### src/rtl/lcdc_pkg.sv
package lcdc_pkg;
  localparam int DATA_W = 32;
  localparam int SIZE_W = 10;
  localparam int TFLD_W = DATA_W - SIZE_W;
  localparam int NFLAG  = 3;

  // flag indices; status bit positions are fixed by the read layout
  localparam int FLG_FRAME = 0;
  localparam int FLG_PAL   = 1;
  localparam int FLG_SYNC  = 2;

  localparam logic [DATA_W-1:0] CTRL_SET  = 32'hFE000C34;
  localparam logic [DATA_W-1:0] CTRL_KEEP = 32'h01CFF300;
  localparam logic [DATA_W-1:0] TIM2_SET  = 32'hFC000000;
  localparam logic [DATA_W-1:0] SUB_KEEP  = 32'hA1FFFFFF;
  localparam logic [3:0]        TIM0_LOW  = 4'hF;

  typedef struct packed {
    logic              en;
    logic              mono;
    logic [1:0]        mask;
    logic              tft;
    logic [1:0]        plm;
    logic [DATA_W-1:0] ctrl_kept;
    logic [SIZE_W-1:0] width_m1;
    logic [TFLD_W-1:0] tim0_hi;
    logic [SIZE_W-1:0] height_m1;
    logic [TFLD_W-1:0] tim1_hi;
    logic [DATA_W-1:0] tim2;
    logic [DATA_W-1:0] sub;
  } cfg_t;
endpackage

### src/rtl/lcdc_cfg_regs.sv
module lcdc_cfg_regs
  import lcdc_pkg::*;
#(
  parameter int ADDR_W = 8
) (
  input  logic              clk,
  input  logic              rst_n,
  input  logic              wr_en,
  input  logic [ADDR_W-1:0] addr,
  input  logic [DATA_W-1:0] wdata,
  output cfg_t              cfg_o,
  output logic              en_rise_o,
  output logic              en_fall_o,
  output logic              fall_sets_frame_o
);
  localparam logic [ADDR_W-1:0] OFS_CTRL = ADDR_W'('h00);
  localparam logic [ADDR_W-1:0] OFS_TIM0 = ADDR_W'('h04);
  localparam logic [ADDR_W-1:0] OFS_TIM1 = ADDR_W'('h08);
  localparam logic [ADDR_W-1:0] OFS_TIM2 = ADDR_W'('h0C);
  localparam logic [ADDR_W-1:0] OFS_SUB  = ADDR_W'('h14);

  cfg_t cfg_q, cfg_d;
  logic wr_ctrl, wr_tim0, wr_tim1, wr_tim2, wr_sub;

  assign wr_ctrl = wr_en && (addr == OFS_CTRL);
  assign wr_tim0 = wr_en && (addr == OFS_TIM0);
  assign wr_tim1 = wr_en && (addr == OFS_TIM1);
  assign wr_tim2 = wr_en && (addr == OFS_TIM2);
  assign wr_sub  = wr_en && (addr == OFS_SUB);

  always_comb begin
    cfg_d = cfg_q;
    if (wr_ctrl) begin
      cfg_d.en        = wdata[0];
      cfg_d.mono      = wdata[1];
      cfg_d.mask      = wdata[4:3];
      cfg_d.tft       = wdata[7];
      cfg_d.plm       = wdata[21:20];
      cfg_d.ctrl_kept = wdata & CTRL_KEEP;
    end
    if (wr_tim0) begin
      cfg_d.width_m1 = wdata[SIZE_W-1:0];
      cfg_d.tim0_hi  = wdata[DATA_W-1:SIZE_W];
    end
    if (wr_tim1) begin
      cfg_d.height_m1 = wdata[SIZE_W-1:0];
      cfg_d.tim1_hi   = wdata[DATA_W-1:SIZE_W];
    end
    if (wr_tim2) cfg_d.tim2 = wdata;
    if (wr_sub)  cfg_d.sub  = wdata & SUB_KEEP;
  end

  always_ff @(posedge clk or negedge rst_n) begin
    if (!rst_n) cfg_q <= '0;
    else        cfg_q <= cfg_d;
  end

  assign cfg_o             = cfg_q;
  assign en_rise_o         = wr_ctrl &&  wdata[0] && !cfg_q.en;
  assign en_fall_o         = wr_ctrl && !wdata[0] &&  cfg_q.en;
  assign fall_sets_frame_o = (wdata[21:20] != 2'd1);

  // a size write lands at the sampling edge
  a_r12_width_lands: assert property (@(posedge clk) disable iff (!rst_n)
    (wr_en && addr == OFS_TIM0) |=> (cfg_o.width_m1 == $past(wdata[SIZE_W-1:0])));
  // writes to unmapped offsets leave every field alone
  a_r7_undef_write_inert: assert property (@(posedge clk) disable iff (!rst_n)
    (wr_en && addr != OFS_CTRL && addr != OFS_TIM0 && addr != OFS_TIM1 &&
     addr != OFS_TIM2 && addr != OFS_SUB) |=> $stable(cfg_o));
  // subpanel never holds the masked-off bits
  a_r6_sub_masked: assert property (@(posedge clk) disable iff (!rst_n)
    (cfg_o.sub & ~SUB_KEEP) == '0);
endmodule

### src/rtl/lcdc_status_irq.sv
module lcdc_status_irq
  import lcdc_pkg::*;
(
  input  logic             clk,
  input  logic             rst_n,
  input  logic             evt_frame,
  input  logic             evt_pal,
  input  logic             evt_sync,
  input  logic             en_rise,
  input  logic             en_fall,
  input  logic             fall_sets_frame,
  input  logic [1:0]       mask,
  output logic [NFLAG-1:0] flags_o,
  output logic             irq_o
);
  logic [NFLAG-1:0] flag_q, flag_d, set_v, clr_v, force_v;
  logic             irq_q, irq_d;

  assign set_v = {evt_sync, evt_pal, evt_frame};

  always_comb begin
    clr_v   = '0;
    force_v = '0;
    if (en_rise) begin
      clr_v[FLG_FRAME] = 1'b1;
      clr_v[FLG_PAL]   = 1'b1;
    end
    if (en_fall) begin
      clr_v[FLG_SYNC]    = 1'b1;
      force_v[FLG_FRAME] = fall_sets_frame;
    end
  end

  for (genvar i = 0; i < NFLAG; i++) begin : g_flag
    assign flag_d[i] = force_v[i] | (~clr_v[i] & (flag_q[i] | set_v[i]));
  end

  assign irq_d = (flag_q[FLG_FRAME] & mask[0]) |
                 (flag_q[FLG_PAL]   & mask[1]) |
                  flag_q[FLG_SYNC];

  always_ff @(posedge clk or negedge rst_n) begin
    if (!rst_n) begin
      flag_q <= '0;
      irq_q  <= 1'b0;
    end else begin
      flag_q <= flag_d;
      irq_q  <= irq_d;
    end
  end

  assign flags_o = flag_q;
  assign irq_o   = irq_q;

  // an unmasked sync error raises the line on the next edge
  a_r8_sync_unmasked: assert property (@(posedge clk) disable iff (!rst_n)
    flags_o[FLG_SYNC] |=> irq_o);
  // nothing pending means the line is low on the next edge
  a_r8_quiet_low: assert property (@(posedge clk) disable iff (!rst_n)
    (!flags_o[FLG_SYNC] && !(flags_o[FLG_FRAME] && mask[0]) &&
     !(flags_o[FLG_PAL] && mask[1])) |=> !irq_o);
  // switching off clears the sync error
  a_r9_fall_clears_sync: assert property (@(posedge clk) disable iff (!rst_n)
    en_fall |=> !flags_o[FLG_SYNC]);
  // switching on clears frame done and palette loaded
  a_r10_rise_clears: assert property (@(posedge clk) disable iff (!rst_n)
    en_rise |=> (!flags_o[FLG_FRAME] && !flags_o[FLG_PAL]));
  // flags are sticky without events or enable edges
  a_r5_sticky: assert property (@(posedge clk) disable iff (!rst_n)
    (!evt_frame && !evt_pal && !evt_sync && !en_rise && !en_fall) |=> $stable(flags_o));
endmodule

### src/rtl/lcdc_read_mux.sv
module lcdc_read_mux
  import lcdc_pkg::*;
#(
  parameter int ADDR_W = 8
) (
  input  logic [ADDR_W-1:0] addr,
  input  cfg_t              cfg,
  input  logic [NFLAG-1:0]  flags,
  output logic [DATA_W-1:0] rdata
);
  localparam logic [ADDR_W-1:0] OFS_CTRL = ADDR_W'('h00);
  localparam logic [ADDR_W-1:0] OFS_TIM0 = ADDR_W'('h04);
  localparam logic [ADDR_W-1:0] OFS_TIM1 = ADDR_W'('h08);
  localparam logic [ADDR_W-1:0] OFS_TIM2 = ADDR_W'('h0C);
  localparam logic [ADDR_W-1:0] OFS_STAT = ADDR_W'('h10);
  localparam logic [ADDR_W-1:0] OFS_SUB  = ADDR_W'('h14);

  logic [DATA_W-1:0] ctrl_rd, tim0_rd, stat_rd;

  always_comb begin
    ctrl_rd       = cfg.ctrl_kept | CTRL_SET;
    ctrl_rd[0]    = ctrl_rd[0] | cfg.en;
    ctrl_rd[1]    = ctrl_rd[1] | cfg.mono;
    ctrl_rd[4:3]  = ctrl_rd[4:3] | cfg.mask;
    ctrl_rd[7]    = ctrl_rd[7] | cfg.tft;
    ctrl_rd[21:20]= ctrl_rd[21:20] | cfg.plm;
    ctrl_rd[23]   = ctrl_rd[23] | cfg.tft;

    tim0_rd       = {cfg.tim0_hi, cfg.width_m1};
    tim0_rd[3:0]  = TIM0_LOW;

    stat_rd       = '0;
    stat_rd[0]    = flags[FLG_FRAME];
    stat_rd[2]    = flags[FLG_SYNC];
    stat_rd[6]    = flags[FLG_PAL];

    unique case (addr)
      OFS_CTRL: rdata = ctrl_rd;
      OFS_TIM0: rdata = tim0_rd;
      OFS_TIM1: rdata = {cfg.tim1_hi, cfg.height_m1};
      OFS_TIM2: rdata = cfg.tim2 | TIM2_SET;
      OFS_STAT: rdata = stat_rd;
      OFS_SUB:  rdata = cfg.sub;
      default:  rdata = '0;
    endcase
  end
endmodule

### src/rtl/lcdc_regs_top.sv
module lcdc_regs_top
  import lcdc_pkg::*;
#(
  parameter int ADDR_W = 8
) (
  input  logic              clk,
  input  logic              rst_n,
  input  logic              reg_wr,
  input  logic [ADDR_W-1:0] reg_addr,
  input  logic [DATA_W-1:0] reg_wdata,
  output logic [DATA_W-1:0] reg_rdata,
  input  logic              evt_frame_done,
  input  logic              evt_palette_loaded,
  input  logic              evt_sync_error,
  output logic              irq,
  output logic              panel_en,
  output logic [1:0]        pal_mode,
  output logic              tft_sel,
  output logic              mono_sel,
  output logic [SIZE_W-1:0] width_m1,
  output logic [SIZE_W-1:0] height_m1
);
  cfg_t             cfg;
  logic             en_rise, en_fall, fall_sets_frame;
  logic [NFLAG-1:0] flags;

  lcdc_cfg_regs #(.ADDR_W(ADDR_W)) u_cfg (
    .clk               (clk),
    .rst_n             (rst_n),
    .wr_en             (reg_wr),
    .addr              (reg_addr),
    .wdata             (reg_wdata),
    .cfg_o             (cfg),
    .en_rise_o         (en_rise),
    .en_fall_o         (en_fall),
    .fall_sets_frame_o (fall_sets_frame)
  );

  lcdc_status_irq u_stat (
    .clk             (clk),
    .rst_n           (rst_n),
    .evt_frame       (evt_frame_done),
    .evt_pal         (evt_palette_loaded),
    .evt_sync        (evt_sync_error),
    .en_rise         (en_rise),
    .en_fall         (en_fall),
    .fall_sets_frame (fall_sets_frame),
    .mask            (cfg.mask),
    .flags_o         (flags),
    .irq_o           (irq)
  );

  lcdc_read_mux #(.ADDR_W(ADDR_W)) u_rd (
    .addr  (reg_addr),
    .cfg   (cfg),
    .flags (flags),
    .rdata (reg_rdata)
  );

  assign panel_en  = cfg.en;
  assign pal_mode  = cfg.plm;
  assign tft_sel   = cfg.tft;
  assign mono_sel  = cfg.mono;
  assign width_m1  = cfg.width_m1;
  assign height_m1 = cfg.height_m1;

  // the active-matrix select always shows at both control bits
  a_r1_tft_mirror: assert property (@(posedge clk) disable iff (!rst_n)
    (reg_addr == ADDR_W'('h00)) |-> (reg_rdata[23] == 1'b1 || !tft_sel) && (reg_rdata[7] == tft_sel));
  // a status write is ignored
  a_r5_status_write_inert: assert property (@(posedge clk) disable iff (!rst_n)
    (reg_wr && reg_addr == ADDR_W'('h10) && !evt_frame_done && !evt_palette_loaded &&
     !evt_sync_error) |=> $stable(flags));
endmodule

### config.mk
export PLATFORM = sky130hd
export DESIGN_NAME = lcdc_regs_top
export DESIGN_NICKNAME = d
export VERILOG_FILES = /design/src/rtl/lcdc_pkg.sv /design/src/rtl/lcdc_cfg_regs.sv /design/src/rtl/lcdc_status_irq.sv /design/src/rtl/lcdc_read_mux.sv /design/src/rtl/lcdc_regs_top.sv
export SDC_FILE = /design/constraint.sdc
export NUM_CORES = 1
export LEC_CHECK = 0
export BUFFER_PORTS_ARGS = -buffer_cell sky130_fd_sc_hd__buf_2
export CAP_MARGIN = 20
export CORE_MARGIN = 2
export CORE_UTILIZATION = 60
export CTS_CLUSTER_SIZE = 16
export DETAILED_ROUTE_END_ITERATION = 12
export MAX_ROUTING_LAYER = met4
export PLACE_DENSITY = 0.84
export SLEW_MARGIN = 5
export SYNTH_ARGS = -nofsm -noshare
export SYNTH_HDL_FRONTEND = slang
export SYNTH_SLANG_ARGS = --single-unit
export TNS_END_PERCENT = 10
### constraint.sdc
create_clock -name clk -period 2.85 [get_ports clk]
set_input_delay 0.4275 -clock clk [delete_from_list [all_inputs] [get_ports clk]]
set_output_delay 0.4275 -clock clk [all_outputs]
set_load 0.05 [all_outputs]
==> flow_metrics.py <==
metrics = {
    "cts": {
        "clock_path_buffers": 2,
        "cts_buffers": 17,
        "cts-root-buf": "clkbuf_16",
        "cts.repair.resized": 0,
        "clock-sinks": 141,
        "post-cts-setup-buffers": 0,
        "insertion_delay_ns": 0.42,
        "cts.htree.levels": 4,
        "cts_hold_buffers": 0,
        "clkTransAtPathRegs_ns": 0.06,
        "cts_tree": "yes",
    },
    "hold_path": {
        "hold_path.class": "in2async",
    },
    "cells_and_area": {
        "final_common_cell": "dfrtp_1",
        "drive_above_1_share_pct": 52.8,
        "nNetsFinal": 632,
        "area_growth_pct": 16.7,
        "layout_common_cells": "dfrtp_1 (141), mux2_2 (127), buf_2 (102)",
        "fin_util_pct": 72.2,
        "regArea_um2": 3530,
        "nFillCells": 717,
        "num_antenna_cells": 0,
        "multi_input_area_um2": 2870,
    },
    "route": {
        "route.detailed.drc": 0,
        "vias": 4473,
        "wl_um": 15600,
        "vias_per_cell": 6.05,
        "first_pass_iters": 4,
        "drt-wirelength-per-cell_um": 21.2,
        "drtIter0Drc": 249,
        "drtAntennaViolNets": 0,
    },
    "place": {
        "dp_hpwl_um": 10100,
        "place_ws_ns": 0.430,
        "portBuffers": 103,
        "routabilityCongestion": 0.876,
    },
    "power": {
        "p_per_area_nw_per_um2": 611,
        "vdd_drop_max_mv": 0.592,
        "p_leak_nw": 4.12,
    },
    "worst_setup_path": {
        "startpoint": "reg_addr[4]",
        "reg2reg_slack_ns": 1.64,
        "setup.worst_path.end": "reg_rdata[12]",
        "reg2reg_depth": 3,
        "reg2reg_to": "u_stat.flags_o[0]",
        "worstPathArrival_ns": 1.97,
        "cp-start-kind": "input pin",
        "worstPathRequired_ns": 2.42,
        "crit_fanout": 20,
        "worstSetupPathType": "in2out",
        "r2r-start": "u_cfg.cfg_o[166]",
        "cp-end-kind": "primary output",
    },
    "synth": {
        "synth_top_area_share_pct": 52.1,
        "yosysUniqueCellTypes": 41,
        "yosysWarnings": 0,
        "syn_inst": 495,
        "syn_nets": 541,
        "synth.yosys.seq_area_share_pct": 52.1,
        "ys_ff_latch": 141,
        "synth_area_leader_cell": "dfrtp_1",
        "syn_avg_cell_area_um2": 13.7,
        "syn-cell-area_um2": 6770,
        "synthTopCellsByArea": "dfrtp_1 (52%), mux2_2 (21%), mux2_4 (6.7%)",
    },
    "run_status": {
        "violations": "hold timing",
        "status": "finished, violations left",
    },
    "die": {
        "ios": 104,
        "start_util_pct": 61.9,
        "die-height_um": 110,
        "core.rowCount": 38,
        "dieArea_um2": 12100,
        "dieWidth_um": 110,
        "core_um2": 10900,
    },
    "global_route": {
        "antenna_found_initial": 0,
        "grt_pass1_vias": 4759,
        "grt_pass1_wl_um": 25500,
        "gr-total-overflow": 0,
        "grt_start_max_net_pins": 61,
        "track_usage_pct": 29.2,
    },
    "timing": {
        "skew_ns": 0.00362,
        "hold_viol": 37,
        "fin_tns_setup_ns": 0,
        "slew_headroom_pct": 62.8,
        "rsz0062_at_grt": "false",
        "worst_pin_slew_ns": 0.558,
        "whs_ns": -0.0371,
        "finalCritPeriodShare_pct": 84.0,
        "report.final.slew_viol_count": 0,
        "max_freq_ghz": 0.418,
        "fin_crit_ns": 2.39,
        "setup_viol": 0,
        "setup_ws_ns": 0.455,
    },
    "flow_run": {
        "maxCapViolations": 0,
    },
}
## cells by family (layout without fill, tap and decap cells)
group                  after synthesis  in the layout  synth area share [%]
AO/OA/AOI/OAI                       62             62                  6.55
buffers and inverters               58            162                  5.55
flip-flops                         141            141                  52.1
multiplexers                       181            181                  31.3
AND/OR/NAND/NOR                     53             53                  4.44
## area by class of cell
type | count | share of cell area [%]
clock buffer | 18 | 5.43
clock inverter | 14 | 2.14
inverter | 6 | 0.285
multi-input combinational | 296 | 36.3
sequential | 141 | 44.7
tap | 140 | 2.22
timing repair buffer | 124 | 8.92
## worst min-delay path by stage
stage	start	endpoint	depth (start not counted)
CTS	rst_n	u_cfg.cfg_o[82]	1
global route	rst_n	u_cfg.cfg_o[114]	1
detailed placement	rst_n	u_cfg.cfg_o[84]	1
finish	rst_n	u_cfg.cfg_o[82]	1
floorplan	rst_n	u_cfg.cfg_o[0]	0
global placement	rst_n	u_cfg.cfg_o[82]	1
## cell usage after synthesis (all sizes together)
cell type / count
a211oi: 1
a21oi: 3
a221o: 1
a221oi: 1
a22oi: 15
a31oi: 1
a32oi: 1
and2: 3
and3: 3
and4: 2
buf: 40
clkbuf: 12
dfrtp: 141
inv: 6
mux2: 157
mux2i: 24
nand2: 10
nand2b: 3
nand3: 5
nor2: 11
nor2b: 5
nor3: 6
nor4b: 3
o2111a: 1
o2111ai: 1
o211ai: 1
o21ai: 2
o221ai: 2
o22ai: 26
o2bb2ai: 3
o311a: 1
o32a: 2
or3: 1
or3b: 1
## power breakdown
part | internal (mW) | total [mW] | switching (mW)
Sequential | 2.10 | 2.15 | 0.0545
Clock | 1.37 | 2.24 | 0.869
Combinational | 0.179 | 0.432 | 0.253
Total | 3.65 | 4.83 | 1.18
## per-layer routing
metal / vias to the layer above / wire length (µm) / GRT usage (%)
met2: 173 / 7780 / 46.8
li1: 1983 / - / -
met1: 2281 / 6520 / 36.9
met3: 36 / 968 / 7.00
met5: - / 0 / -
met4: 0 / 376 / 9.73
## worst max-delay path, cell delays in order
cell     delay [ns]
buf_2          0.41
buf_12         0.23
mux2_2         0.35
a22oi_1        0.17
o22ai_1        0.14
buf_2          0.23
## registers in the layout, summed over array words and instances, names as in the netlist
name,count
u_cfg.cfg_o,137
u_stat.irq_o,1
u_stat.flags_o,3
## per-stage QoR
stage | cell area, µm² | hold slack (ns) | total power, mW | instances
finish | 7900 | -0.0371 | 4.83 | 739
global route | 7900 | 0.0122 | 4.99 | 739
floorplan | 6770 | 0.132 | 2.45 | 495
CTS | 7900 | 0.000148 | 4.85 | 739
detailed placement | 7300 | 0.440 | 2.61 | 707
global placement | 7300 | 0.430 | 2.59 | 707
(Power assumes the default switching activity.)
